[config.mk]
export PLATFORM = sky130hd
export DESIGN_NAME = strap_tristate_ctrl
export DESIGN_NICKNAME = d
export VERILOG_FILES = /design/src/rtl/stc_pkg.sv /design/src/rtl/stc_sync.sv /design/src/rtl/stc_hold_cnt.sv /design/src/rtl/strap_tristate_ctrl.sv
export SDC_FILE = /design/constraint.sdc
export NUM_CORES = 1
export LEC_CHECK = 0
export BUFFER_PORTS_ARGS = -buffer_cell sky130_fd_sc_hd__buf_2
export CORE_MARGIN = 2
export CORE_UTILIZATION = 30
export DETAILED_ROUTE_END_ITERATION = 6
export SYNTH_ARGS = -nofsm -noshare
export SYNTH_HDL_FRONTEND = slang
export SYNTH_SLANG_ARGS = --single-unit
[constraint.sdc]
create_clock -name clk_i -period 1.9 [get_ports clk_i]
set_clock_uncertainty 0.1 [all_clocks]
set_input_delay 0.19 -clock clk_i [delete_from_list [all_inputs] [get_ports clk_i]]
set_output_delay 0.19 -clock clk_i [all_outputs]
set_load 0.02 [all_outputs]
[src/rtl/stc_pkg.sv]
package stc_pkg;

    typedef enum logic [2:0] {
        ST_RESET   = 3'd0,
        ST_QUALIFY = 3'd1,
        ST_NORMAL  = 3'd2,
        ST_FLOAT   = 3'd3,
        ST_TEST    = 3'd4
    } stc_state_e;

endpackage

[src/rtl/stc_sync.sv]
module stc_sync #(
    parameter int         W       = 1,
    parameter logic [W-1:0] RST_VAL = '0
) (
    input  logic         clk_i,
    input  logic         arst_ni,
    input  logic [W-1:0] d_i,
    output logic [W-1:0] q_o
);

    logic [W-1:0] meta_q;
    logic [W-1:0] sync_q;

    for (genvar gi = 0; gi < W; gi++) begin : g_bit
        always_ff @(posedge clk_i or negedge arst_ni) begin
            if (!arst_ni) begin
                meta_q[gi] <= RST_VAL[gi];
                sync_q[gi] <= RST_VAL[gi];
            end else begin
                meta_q[gi] <= d_i[gi];
                sync_q[gi] <= meta_q[gi];
            end
        end
    end

    assign q_o = sync_q;

endmodule

[src/rtl/stc_hold_cnt.sv]
module stc_hold_cnt #(
    parameter int HOLD = 2
) (
    input  logic clk_i,
    input  logic arst_ni,
    input  logic clr_i,
    input  logic tick_i,
    output logic done_o
);

    localparam int CW = (HOLD < 2) ? 1 : $clog2(HOLD + 1);
    localparam logic [CW-1:0] LAST = CW'(HOLD - 1);

    logic [CW-1:0] cnt_q;

    assign done_o = tick_i && (cnt_q == LAST);

    always_ff @(posedge clk_i or negedge arst_ni) begin
        if (!arst_ni) begin
            cnt_q <= '0;
        end else if (clr_i) begin
            cnt_q <= '0;
        end else if (tick_i && !done_o) begin
            cnt_q <= cnt_q + 1'b1;
        end
    end

endmodule

[src/rtl/strap_tristate_ctrl.sv]
module strap_tristate_ctrl
    import stc_pkg::*;
#(
    parameter int N_STRAP   = 3,
    parameter int HOLD_MCYC = 2
) (
    input  logic               clk_i,
    input  logic               arst_ni,
    input  logic               rst_pin_i,
    input  logic               addr_strobe_i,
    input  logic               fetch_strobe_i,
    input  logic [N_STRAP-1:0] strap_i,
    input  logic               mcyc_en_i,
    output logic               pin_oe_o,
    output logic               rstout_oe_o,
    output logic               float_mode_o,
    output logic               test_mode_o,
    output logic               port_preset_o
);

    localparam int SW = N_STRAP + 3;
    localparam logic [SW-1:0] SYNC_RST = {1'b1, 1'b1, 1'b0, {N_STRAP{1'b1}}};

    logic [SW-1:0]      pins_raw;
    logic [SW-1:0]      pins_s;
    logic               rst_s;
    logic               astb_s;
    logic               fstb_s;
    logic [N_STRAP-1:0] strap_s;
    logic               rst_q;
    logic               rel_edge;
    logic               strap_ok;
    logic               pat_ok;
    logic               hold_clr;
    logic               hold_tick;
    logic               hold_done;

    stc_state_e state_q;
    stc_state_e state_d;

    // Input synchronizer for all pin levels
    assign pins_raw = {rst_pin_i, addr_strobe_i, fetch_strobe_i, strap_i};

    stc_sync #(
        .W       (SW),
        .RST_VAL (SYNC_RST)
    ) u_sync (
        .clk_i   (clk_i),
        .arst_ni (arst_ni),
        .d_i     (pins_raw),
        .q_o     (pins_s)
    );

    assign rst_s   = pins_s[SW-1];
    assign astb_s  = pins_s[SW-2];
    assign fstb_s  = pins_s[SW-3];
    assign strap_s = pins_s[N_STRAP-1:0];

    // Release edge of the synchronized reset
    always_ff @(posedge clk_i or negedge arst_ni) begin
        if (!arst_ni) begin
            rst_q <= 1'b1;
        end else begin
            rst_q <= rst_s;
        end
    end

    assign rel_edge = rst_q && !rst_s;
    assign strap_ok = &strap_s;
    assign pat_ok   = !astb_s && fstb_s;

    // Machine-cycle hold qualifier
    assign hold_clr  = (state_q != ST_QUALIFY);
    assign hold_tick = (state_q == ST_QUALIFY) && pat_ok && mcyc_en_i;

    stc_hold_cnt #(
        .HOLD (HOLD_MCYC)
    ) u_hold (
        .clk_i   (clk_i),
        .arst_ni (arst_ni),
        .clr_i   (hold_clr),
        .tick_i  (hold_tick),
        .done_o  (hold_done)
    );

    // Next-state logic
    always_comb begin
        state_d = state_q;
        if (rst_s) begin
            state_d = ST_RESET;
        end else begin
            unique case (state_q)
                ST_RESET: begin
                    if (rel_edge) begin
                        if (!strap_ok) begin
                            state_d = ST_TEST;
                        end else if (pat_ok) begin
                            state_d = ST_QUALIFY;
                        end else begin
                            state_d = ST_NORMAL;
                        end
                    end
                end
                ST_QUALIFY: begin
                    if (!pat_ok) begin
                        state_d = ST_NORMAL;
                    end else if (hold_done) begin
                        state_d = ST_FLOAT;
                    end
                end
                ST_NORMAL: state_d = ST_NORMAL;
                ST_FLOAT:  state_d = ST_FLOAT;
                ST_TEST:   state_d = ST_TEST;
                default:   state_d = ST_RESET;
            endcase
        end
    end

    // State register
    always_ff @(posedge clk_i or negedge arst_ni) begin
        if (!arst_ni) begin
            state_q <= ST_RESET;
        end else begin
            state_q <= state_d;
        end
    end

    // Outputs decoded from state
    always_comb begin
        pin_oe_o      = 1'b1;
        float_mode_o  = 1'b0;
        test_mode_o   = 1'b0;
        port_preset_o = 1'b0;
        unique case (state_q)
            ST_RESET:   port_preset_o = 1'b1;
            ST_QUALIFY: pin_oe_o      = 1'b1;
            ST_NORMAL:  pin_oe_o      = 1'b1;
            ST_FLOAT: begin
                pin_oe_o     = 1'b0;
                float_mode_o = 1'b1;
            end
            ST_TEST:    test_mode_o   = 1'b1;
            default:    port_preset_o = 1'b1;
        endcase
    end

    assign rstout_oe_o = 1'b1;

endmodule

# Yosys cells after proc, flatten, opt, wreduce, memory -nomap -nowiden
# Cells that the tools add are included.
[word_totals] in_bits=9 regBits=18
[classes] reduce_logical=14 add_sub_neg=1 n_eq_ne=8 mux=13
[op_table] op="$mux 3" count=5
[op_table] op="$pmux 3 s5" count=1
[op_table] op="$eq 3x2->1 const B" count=2
[op_table] op="$logic_and 1x1->1" count=6
[op_table] op="$mux 2" count=3
[op_table] op="$mux 1" count=4
[op_table] op="$ne 4x2->1 const B" count=1
[op_table] op="$reduce_or 4->1" count=1
[op_table] op="$eq 3x1->1 const B" count=1
[op_table] op="$eq 3x3->1 const B" count=1
[op_table] op="$logic_not 1->1" count=3
[op_table] op="$logic_not 3->1" count=1
[op_table] op="$ne 3x1->1 const B" count=1
[op_table] op="$ne 3x2->1 const B" count=1
[op_table] op="$reduce_and 3->1" count=1
[op_table] op="$add 2x1->2 const B" count=1
[op_table] op="$eq 2x1->1 const B" count=1
[op_table] op="$reduce_and 2->1" count=1
[op_table] op="$reduce_bool 2->1" count=1

# Depth between registers and ports, before layout
# Gate-level depths: netlist of the first run.
[logic_depth] word_depth=9 mapped_depth=5 depth_no_buf=5

# Modules after synthesis
# Synthesis of the first run repeated with hierarchy kept, for this count alone.
[unflattened] cells_unflattened=49 area_unflattened_um2=666.9
[by_module_without_submodules] module="stc_sync" cells_each=12 area_per_inst_um2=312.8 n_inst=1
[by_module_without_submodules] module="strap_tristate_ctrl" cells_each=26 area_per_inst_um2=234.0 n_inst=1
[by_module_without_submodules] module="stc_hold_cnt" cells_each=11 area_per_inst_um2=120.1 n_inst=1

# Least setup slack after synthesis of the first run
# No wires, ideal clock.
[synth_timing] path_type="flip-flop to flip-flop" from="register u_hold.cnt_q[0]" to="register u_hold.cnt_q[1]" path_stages_with_launch=5 path_slack_ps=596 arrival_ps=1117 synth_period_minus_slack_ps=1304 cell_sequence="dfrtp_1 > ha_1 > and4bb_2 > nor2_1 > a211oi_2"
[synth_between] elab_chain_len=5
[synth_rtl] element="from (decl)" line_no="stc_hold_cnt.sv:14" text="logic [CW-1:0] cnt_q;"
[synth_rtl] element="from (signal assigned)" line_no="stc_hold_cnt.sv:24" text="cnt_q <= cnt_q + 1'b1;"
[synth_rtl] element="branches (longest 5 deep; another with $add 2x1->2)"
# Several ways; the timed one is not identified. The select of a mux whose other input is x is not followed.
# A chain may end at the register's enable or synchronous reset.

# Worst setup path after layout of the first run
[layout_timing] from="register state_q[1]" to="output port port_preset_o"
[layout_between] elab_chain_len=3
[layout_rtl] element="from (decl)" line_no="strap_tristate_ctrl.sv:38" text="stc_state_e state_q;"
[layout_rtl] element="from (signal assigned)" line_no="strap_tristate_ctrl.sv:124" text="state_q <= state_d;"
[layout_rtl] element="$eq 3x1->1, or another cell as far along" line_no="strap_tristate_ctrl.sv:134" text="unique case (state_q)"
[layout_rtl] element="$reduce_or 4->1 (no line) *"
[layout_rtl] element="$mux 1 *" line_no="strap_tristate_ctrl.sv:134"
[layout_rtl] element="to (decl)" line_no="strap_tristate_ctrl.sv:18" text="output logic port_preset_o"
# Mark *: on every way between the ends. The rest lies on a longest branch, timed or not.

==> results.md, run 1 <==
- The cell count after synthesis came out at 45.
- The total congestion overflow is 0.
- The worst register-to-register path ends at u_hold.cnt_q[1].
- The clock network accounts for between 30% and 40% of the total power.
- The area growth from synthesis to final layout is 29.9%.
- The maximum operating frequency is around 0.65 GHz.
- Once detail routing completed, the nets flagged for antenna violations numbered 0.
- Of all nets on the critical path, the largest fanout is 7.
- The CTS buffer count is 3.
- The switching power total is 141 µW.
- The tool flagged a number of max-cap violations equal to 0.
- The number of port buffers is 12.
- In the final layout, the share of cells above drive strength 1 is a little under half.
- In this run the power density over the cells is 826 mW/mm².
- The number of buffers between clock root and the deepest sink is 2.
- The final-report setup violation count is 0.
- The run finished with clean final reports.
- STA puts the critical path data required time at 1610 ps.
- The busiest metal layer after global routing is met2.
- The kind of end point of the critical path is an output pin.
- The top-area cell type share of the netlist area is between 40 and 50%.
- Across the whole layout, storage elements account for ~460 µm².
- Post-CTS repair changed the size of 0 cells.
- The number of antenna violations at the first check in global routing is 0.
- The number of enable flip-flop cells after synthesis is 0.
- Setup repair after global routing left no endpoint under its margin.
- Including well taps, the total number of placed cells is 83.
- The floorplan has 16 rows.
- The share of the Yosys chip area taken by registers is 72.0%.
- The initial utilization of the core area, before any placement, comes to approximately a third.
- Sorting the synthesized cells by area gives the leading types as dfstp_2 (45%), dfrtp_1 (27%), nor2_1 (2.9%), a211oi_2 (1.9%), and4bb_2 (1.9%).
- The per-cell routed wire length is about 9.6 µm.
- The met3 layer usage reported by global route is 1.79%.
- The net count of the mapped netlist is 55.
- The clock tree root buffer cell is clkbuf_4.
- The minimum period implied by the final worst setup slack is about 1500 ps.
- Global routing used 9.27% of the available tracks.
- The placed instances occupy a cell area of between 700 and 800 µm².
- The logic depth of the worst register-to-register path is 4.
- The count of buffers added by post-CTS timing repair for setup is 0.
- The standard cell core area is roughly 0.0020 mm².
- The number of vias per cell is 4.34.
- The async set or reset register ratio after synthesis is 100%.
- The startpoint identified for the worst register-to-register timing path is u_hold.cnt_q[0].
- 14 I/O pins were placed.
- For this design the static power due to leakage is around 0.00037 µW.
- The synthesized area per cell is between 10 and 15 µm².
- The internal portion of the total power is ~550 µW.
- The sequential cell fraction of total power is between 60 and 70%.
- The worst-case IR drop observed on VDD is approximately 0.00052 V.
- The kind of launch point of the worst setup path is a register.
- The number of diodes added for antenna fixing is 0.
- The launch point of the critical path is state_q[1].
- During synthesis, Yosys emitted a total of 0 warnings.
- For this block, the initial DRC count from the detailed router was 3.
- The switching power share of the total is between 20% and 30%.
- The die is roughly 50 µm tall.
- The hold violation count in the final report is 0.
- Summing all non-filler instances in the final layout gives an area of 837 µm².
- The largest net degree at the start of global routing is 19.
- The worst endpoint data arrival time is around 1200 ps.
- The number of nets in the layout is 78.
- The total DRC errors in the routed layout is 0.
- The first detailed-routing pass took 4 iterations.
- TritonCTS built the clock tree.
- In this run the cell area of the synthesized design comes to 644 µm².
- The via count of the first global-routing pass came to 424.
- Across all layers, the routed design uses between 400 and 500 vias.
- The count of hold buffers inserted by post-cts repair is 7.
- The die is 50.3 µm wide.
- The synthesized netlist contains 23 unique library cells.
- In this run the register-to-register setup slack is 510 ps.
- The fraction of the core area covered by cells at the end of the flow is 41.8%.
- The met1 layer usage reported by global route is around a tenth.
- The combinational group share of total power is under 10%.
- The period utilization is approximately four fifths.
- The worst-case setup margin in the final layout is roughly 370 ps.
- The count of pins over their slew limit is 0.
- The biggest area contributor in the post-synthesis netlist is dfstp_2.
- The type of the worst min-delay path is input port to register.
- The first global-routing pass estimated between 1500 and 2000 µm of wire.
- By startpoint and endpoint, the worst setup path is classified as register to output pin.
- Detailed placement finished with a half-perimeter wire length of slightly above 600 µm.
- The count of cells in the finished layout, fillers not included, comes to between 90 and 100.
- The combined area of the multi-input logic cells is approximately 170 µm².
- Counting the fill cells in the layout gives 204.
- The post-route setup TNS is 0 ps.
- The full die area is between 0.002 and 0.003 mm².
- The final RePlAce weighted congestion is between 0.7 and 0.8.
- Following the worst setup path forward leads to its endpoint at port_preset_o.
- In the global route stage, met2 resource usage came out at between 10% and 20%.
- The most used flip-flop cell after synthesis is dfstp_2.
- The later pin in the worst-skew pair is clocked with a latency of around 280 ps.
- The setup slack after placement is between 500 and 600 ps.
- The TritonCTS sink count is 18.
- The clock-pin transition on the worst setup and hold timing paths is ~90 ps.
- The post-synthesis sequential element count is 18.
- CTS built an H-tree with a depth of 1.
- The total length of routed wires is 901 µm.
## metrics by stage
stage	hold slack, ps	power [µW]
global route	167	734
global placement	23.6	463
detailed placement	36.6	464
floorplan	-206	443
CTS	140	707
finish	152	691
## logic make-up after synthesis
kind of cell               Yosys count  synth area share, %
AOI/OAI and AO/OA                    5                 6.79
xor gates and xnor gates             2                 2.72
adders and majority gates            1                 1.94
buffers and inverters                3                 2.33
DFF                                 18                 72.0
other                                1                0.582
and+or+nand+nor                     15                 13.6
## area by class of cell
class	instances	share of cell area (%)
Inverter	2	0.897
Clock buffer	4	4.33
Sequential cell	18	55.5
Tap cell	27	4.04
Timing Repair Buffer	19	15.5
Multi-Input combinational cell	24	19.7
## synth_stat cells (all sizes together) (2+ instances only)
master	number
dfstp	11
dfrtp	7
nor2	5
inv	2
nand2	2
## registers in the layout (all words and copies together) (netlist names)
| name | cells |
|---|---|
| rst_q | 1 |
| state_q | 3 |
| u_hold.cnt_q | 2 |
| u_sync.meta_q | 6 |
| u_sync.q_o | 6 |
## cell usage in the layout (no fill, tap or decap)
cell           netlist  routed
xor2_1               1       1
o21ai_0              1       1
nand3_1              1       1
a211oi_2             1       1
or3b_1               1       1
nor4_1               1       1
nand2_1              2       2
nor2_1               5       5
o211a_1              1       1
dlygate4sd3_1        0       7
clkbuf_8             0       1
ha_1                 1       1
nand4_1              1       1
conb_1               1       1
buf_2                0      12
inv_1                2       2
clkbuf_4             0       3
and2_1               1       1
o221a_2              1       1
xnor2_1              1       1
and3b_2              1       1
and4bb_2             1       1
nor2b_1              1       1
a21oi_1              1       1
dfrtp_1              7       7
dfstp_2             11      11
## worst max-delay path, stage by stage (launching register included)
cell,delay [ps]
dfrtp_1,440
nor2_1,190
xor2_1,150
buf_2,180
## worst min-delay path by stage
stage | startpoint | to | depth (start not counted)
CTS | mcyc_en_i | state_q[1] | 4
global placement | arst_ni | state_q[2] | 1
floorplan | arst_ni | state_q[0] | 0
detailed placement | arst_ni | u_sync.meta_q[3] | 1
global route | mcyc_en_i | state_q[1] | 4
finish | mcyc_en_i | state_q[1] | 4
## per-layer routing
metal	share of wire [%]	vias up
li1	-	195
met1	44	196
met2	49	15
met3	5.9	2
met4	1.0	0
met5	0	-
## power groups by stage
| stage | Combinational [µW] | Sequential, µW | Clock (µW) |
|---|---|---|---|
| 2_1_floorplan | 21.2 | 422 | 0 |
| 3_3_place_gp | 38.8 | 424 | 0 |
| 3_5_place_dp | 40.0 | 424 | 0 |
| 4_1_cts | 50.8 | 418 | 239 |
| 5_1_grt | 56.3 | 420 | 257 |
| 6_report | 49.8 | 418 | 224 |
No activity file was read; power rests on OpenSTA's default activity.
==> inputs of run 2 (changes only) <==
==> constraint.sdc (replaced) <==
create_clock -name clk_i -period 1.6 [get_ports clk_i]
set_clock_uncertainty 0.1 [all_clocks]
set_input_delay 0.16 -clock clk_i [delete_from_list [all_inputs] [get_ports clk_i]]
set_output_delay 0.16 -clock clk_i [all_outputs]
set_load 0.02 [all_outputs]
==> results.md, run 2 (same netlist as run 1, synthesis figures left out) <==
- The post-detailed-route count of antenna-violating nets is 0 (unchanged).
- The final RePlAce weighted congestion was 0.737 (about the same).
- The number of diodes added for antenna fixing was 0 (unchanged).
- The total global routing track utilization is 9.33% (was 9.27%).
- The insertion delay of the later-clocked pin in the worst-skew pair is 280 ps (about the same).
- The total DRC errors in the routed layout came to 0 (unchanged).
- The overall power after layout is 823 µW (was 691 µW).
- The reg-to-reg endpoint is u_hold.cnt_q[1] (unchanged).
- The standard cell core area came to 0.00200 mm² (unchanged).
- Leading cell types in the layout, fill and taps excluded: buf_2 (12), dfstp_2 (11), dlygate4sd3_1 (7) (was buf_2 (12), dfstp_2 (11), dlygate4sd3_1 (7), dfrtp_1 (7), nor2_1 (5)).
- The number of maximum-capacitance constraint violations is 0 (unchanged).
- The detailed router's first-iteration violation count came to 3 (unchanged).
- The full die area came to 0.00253 mm² (unchanged).
- Dividing the final minimum period by the clock period gives roughly nine tenths.
- The wire length of the first global-routing pass is 1730 µm (was 1700 µm).
- The count of pins over their slew limit is 0 (unchanged).
- The per-cell routed wire length is 10.2 µm (was 9.59 µm).
- The kind of launch point of the worst setup path was a register (unchanged).
- The power density of the placed cells was 973 mW/mm² (was 826 mW/mm²).
- Unrepaired setup endpoints after global routing: false (unchanged).
- The number of port buffers came to 12 (unchanged).
- The share of layout cells above drive strength 1 is 49.3% (was 46.3%).
- The total length of routed wires was 962 µm (was 901 µm).
- The kind of end point of the critical path is an output pin (unchanged).
- The clock tree root buffer cell was clkbuf_4 (unchanged).
- The length of the first detailed-routing pass in iterations is 3 (was 4).
- The CTS buffer count is 3 (unchanged).
- The clock-pin transition on the worst setup and hold timing paths was 90 ps (about the same).
- The leakage power is 0.000376 µW (was 0.000374 µW).
- The type of the worst min-delay path is input port to register (unchanged).
- The logic depth of the worst register-to-register path came to 4 (unchanged).
- The total congestion overflow is 0 (unchanged).
- The standard cell area after detailed placement came to 731 µm² (unchanged).
- The worst-case register-to-register setup slack is 200 ps (was 510 ps).
- The boundary pin count is 14 (unchanged).
- The hold-critical path endpoint is state_q[1] (unchanged).
- The number of antenna violations at the first check in global routing was 0 (unchanged).
- The clock tree from TritonCTS is done (unchanged).
- The peak ir drop on the vdd network is 0.000615 V (was 0.000516 V).
- The most common cell after layout, fill and taps aside is buf_2 (unchanged).
- The launch instance of the worst min-delay path is mcyc_en_i (unchanged).
- The critical register-to-register path startpoint is u_hold.cnt_q[0] (unchanged).
- The number of cells traversed by the worst hold path was 4 (unchanged).
- The minimum period implied by the final worst setup slack is about 1500 ps.
- The worst endpoint data arrival time is 1200 ps (was 1240 ps).
- The fraction of the core area covered by cells at the end of the flow is 42.3% (was 41.8%).
- The number of vias per cell is 4.29 (was 4.34).
- The die outline height was 50.3 µm (unchanged).
- The summed area of non-filler cells in the final layout came to 846 µm² (was 837 µm²).
- The area growth from synthesis to final layout is 31.3% (was 29.9%).
- The required arrival time at the worst endpoint was 1340 ps (was 1610 ps).
- The largest net degree at the start of global routing is 19 (unchanged).
- The vias after detailed routing came to 403 (was 408).
- The post-route setup TNS was 0 ps (unchanged).
- The TritonCTS sink count is 18 (unchanged).
- The horizontal die dimension is 50.3 µm (unchanged).
- The total number of placement rows is 16 (unchanged).
- The via count of the first global-routing pass is 440 (was 424).
- The H-tree level count was 1 (unchanged).
- The number of buffers between clock root and the deepest sink is 2 (unchanged).
- The hold violation count in the final report is 0 (unchanged).
- Based on the critical path, the design can be clocked at up to approximately 0.69 GHz.
- The number of nets in the layout is 78 (unchanged).
- The count of buffers added by post-CTS timing repair for setup came to 0 (unchanged).
- The final-report setup violation count came to 0 (unchanged).
- Outcome: completed (unchanged).
- The critical path start-end classification is register to output pin (unchanged).
- The maximum fanout encountered on the critical timing path is 5 (was 7).
- The initial core utilization is 32.2% (unchanged).
==> run 2: metrics by stage <==
step,std cells,hold slack (ps),setup WS [ps]
floorplan,45,-236,296
global placement,83,-6.41,278
detailed placement,83,6.28,228
CTS,94,112,47.2
global route,94,143,38.8
finish,94,126,144
==> run 2: metal layers <==
layer	vias to the layer above	GRT usage, %	part of all wire [%]
li1	195	-	-
met4	0	8.11	0.94
met1	193	9.23	44
met2	13	16.4	50
met5	-	0	0
met3	2	1.79	4.5
==> run 2: cell type report <==
| type | count | area (µm²) |
|---|---|---|
| multi-input combinational | 24 | 173 |
| inverter | 2 | 7.51 |
| sequential | 18 | 465 |
| clock buffer | 4 | 36.3 |
| timing repair buffer | 19 | 130 |
| tap | 27 | 33.8 |
| fill | 204 | 1160 |
==> run 2: report_power, final <==
part	switching (µW)	internal, µW	total [µW]
clock	128	138	267
combinational	30.0	29.9	59.9
sequential	10.6	485	496
total	169	654	823
==> run 2: worst max-delay path, cell delays in order, from the launching register on <==
cell	delay (ps)
dfrtp_1	450
nor2_4	140
xor2_1	140
buf_2	180
==> run 2: worst max path at each step <==
stage	start	slack [ps]	to	depth (start not counted)
after floorplan	u_hold.cnt_q[0]	300	u_hold.cnt_q[1]	4
after global placement	u_hold.cnt_q[0]	280	u_hold.cnt_q[1]	4
after detailed placement	u_hold.cnt_q[0]	230	u_hold.cnt_q[1]	4
after CTS	state_q[1]	50	port_preset_o	3
after global routing	state_q[0]	40	port_preset_o	3
final	state_q[0]	140	port_preset_o	3
==> run 2: repair_timing <==
action	4_1_cts	5_1_grt
hold buffers	7	0
gates resized for setup	0	3
hold endpoints to repair	24	0
endpoints found under the setup margin	0	2
==> inputs of run 3 (changes only) <==
--- a/config.mk
+++ b/config.mk
@@ -7,7 +7,7 @@
 export LEC_CHECK = 0
 export BUFFER_PORTS_ARGS = -buffer_cell sky130_fd_sc_hd__buf_2
 export CORE_MARGIN = 2
-export CORE_UTILIZATION = 30
+export CORE_UTILIZATION = 25
 export DETAILED_ROUTE_END_ITERATION = 6
 export SYNTH_ARGS = -nofsm -noshare
 export SYNTH_HDL_FRONTEND = slang
==> results.md, run 3 (same netlist as run 1, synthesis figures left out) <==
- Outcome: completed (unchanged).
- The number of buffer and inverter instances along the worst setup path came to 1 (unchanged).
- The cell family contributing the most delay on the critical path is flip-flops (unchanged).
- The die outline height was 54.8 µm (was 50.3 µm).
- The vias after detailed routing came to 409 (was 403).
- Unrepaired setup endpoints after global routing: false (unchanged).
- The clock tree from TritonCTS is done (unchanged).
- The total number of placement rows is 18 (was 16).
- The maximum operating frequency came to 0.676 GHz (was 0.687 GHz).
- The critical path start-end classification was register to output pin (unchanged).
- The share of layout cells above drive strength 1 is 49.3% (unchanged).
- The full die area is 0.00300 mm² (was 0.00253 mm²).
- The TritonCTS sink count is 18 (unchanged).
- The number of cells traversed by the worst hold path is 4 (unchanged).
- The number of diodes added for antenna fixing is 0 (unchanged).
- The boundary pin count is 14 (unchanged).
- The type of the worst min-delay path is input port to register (unchanged).
- The detailed router's first-iteration violation count came to 8 (was 3).
- The total length of routed wires is 997 µm (was 962 µm).
- The total of fill cells in the finished design is 237 (was 204).
- The cell with the largest stage delay on the worst path is dfrtp_1 (unchanged).
- The number of nets in the layout was 78 (unchanged).
- The via count of the first global-routing pass is 428 (was 440).
- The standard cell core area is 0.00245 mm² (was 0.00200 mm²).
- The final RePlAce weighted congestion is 0.806 (was 0.737).
- The total DRC errors in the routed layout is 0 (unchanged).
- The H-tree level count is 1 (unchanged).
- The worst hold margin was 131 ps (was 126 ps).
- The hold violation count in the final report came to 0 (unchanged).
- The peak ir drop on the vdd network is 0.000687 V (was 0.000615 V).
- The maximum fanout encountered on the critical timing path came to 5 (unchanged).
- The worst-case setup margin in the final layout came to 120 ps (was 144 ps).
- The horizontal die dimension was 54.8 µm (was 50.3 µm).
- The setup slack after placement is 242 ps (was 228 ps).
- The length of the first detailed-routing pass in iterations is 4 (was 3).
- The wire length of the first global-routing pass came to 1720 µm (was 1730 µm).
- The largest net degree at the start of global routing is 19 (unchanged).
- The power density of the placed cells is 982 mW/mm² (was 973 mW/mm²).
- The fraction of the core area covered by cells at the end of the flow is 34.4% (was 42.3%).
- The post-route setup TNS is 0 ps (unchanged).
- The insertion delay of the later-clocked pin in the worst-skew pair was 290 ps (was 280 ps).
- The logic depth of the worst register-to-register path came to 4 (unchanged).
- The initial core utilization is 26.2% (was 32.2%).
- The number of antenna violations at the first check in global routing came to 0 (unchanged).
- Crit path cell chain: nor2_2, xor2_1, buf_2 (was nor2_4, xor2_1, buf_2).
- The number of port buffers came to 12 (unchanged).
- The most common cell after layout, fill and taps aside is buf_2 (unchanged).
- The worst endpoint data arrival time is 1220 ps (was 1200 ps).
- The required arrival time at the worst endpoint is 1340 ps (about the same).
- The clock-pin transition on the worst setup and hold timing paths came to 100 ps (was 90 ps).
- The per-cell routed wire length was 10.3 µm (was 10.2 µm).
- The total global routing track utilization is 8.76% (was 9.33%).
- The number of maximum-capacitance constraint violations came to 0 (unchanged).
- The number of stages on the worst setup path is 3 (unchanged).
- The period utilization is 92.5% (was 91.0%).
- The number of buffers between clock root and the deepest sink is 2 (unchanged).
- The CTS buffer count is 3 (unchanged).
- The area growth from synthesis to final layout is 31.1% (was 31.3%).
- The kind of launch point of the worst setup path is a register (unchanged).
- The leakage power is 0.000374 µW (was 0.000376 µW).
- The kind of end point of the critical path is an output pin (unchanged).
- The minimum period implied by the final worst setup slack is 1480 ps (was 1460 ps).
- The post-detailed-route count of antenna-violating nets is 0 (unchanged).
- The count of pins over their slew limit was 0 (unchanged).
- The total congestion overflow was 0 (unchanged).
- The count of buffers added by post-CTS timing repair for setup is 0 (unchanged).
- The final-report setup violation count came to 0 (unchanged).
- The clock tree root buffer cell was clkbuf_4 (unchanged).
- The largest stage delay on the critical path was 440 ps (was 450 ps).
- The number of vias per cell is 4.22 (was 4.29).
- Leading cell types in the layout, fill and taps excluded: buf_2 (12), dfstp_2 (11), dlygate4sd3_1 (7) (unchanged).
## run 3: cell counts in the layout (fill, tap and decap cells not counted)
No cell type changed its count.
## run 3: cell type report
cell class	count	area [µm²]	area share, %
sequential	18	465	55.1
multi-input combinational	24	168	19.9
timing repair buffer	19	130	15.4
tap	30	37.5	4.44
clock buffer	4	36.3	4.30
inverter	2	7.51	0.889
## run 3: path summary, 6_finish.rpt
check                                       from          endpoint  slack [ps]
worst min register to register  u_sync.meta_q[1]     u_sync.q_o[1]         250
worst max register to register   u_hold.cnt_q[0]   u_hold.cnt_q[1]         220
worst max-delay path                  state_q[0]     port_preset_o         120
max in group asynchronous                arst_ni  u_sync.meta_q[5]         880
worst min-delay path                   mcyc_en_i        state_q[1]         130
min in group asynchronous                arst_ni   u_hold.cnt_q[0]         210
## run 3: worst min-delay path: cells and delay by family
family / cells / cell delay [ps]
buffers and inverters: 1 / 90
AOI/OAI and AO/OA: 1 / 140
and+or+nand+nor: 2 / 100
## run 3: report_power, final
group	total [µW]	internal, µW	leakage (µW)	switching [µW]
logic	60.5	29.7	0.000147	30.8
registers	497	485	0.000206	11.2
clock network	272	139	0.0000210	134
total	829	654	0.000374	176
## run 3: what timing repair did
| item | CTS | global route |
|---|---|---|
| resized for setup | 0 | 2 |
| setup endpoints to repair | 0 | 2 |
| endpoints found under the hold margin | 24 | 0 |
| hold buffers | 7 | 0 |
## run 3: stage by stage
step | std cells | instance area, µm² | total power [µW]
after global routing | 97 | 845 | 881
after CTS | 97 | 841 | 844
after detailed placement | 86 | 734 | 553
after floorplan | 45 | 644 | 526
final | 97 | 845 | 829
after global placement | 86 | 734 | 549
## run 3: layer usage
layer / wire length, µm / global-route usage, % / vias up
met5: 0 / 0 / -
met4: 0 / 2.50 / 0
met3: 76 / 4.92 / 0
met2: 512 / 14.7 / 19
met1: 408 / 9.36 / 195
li1: - / - / 195
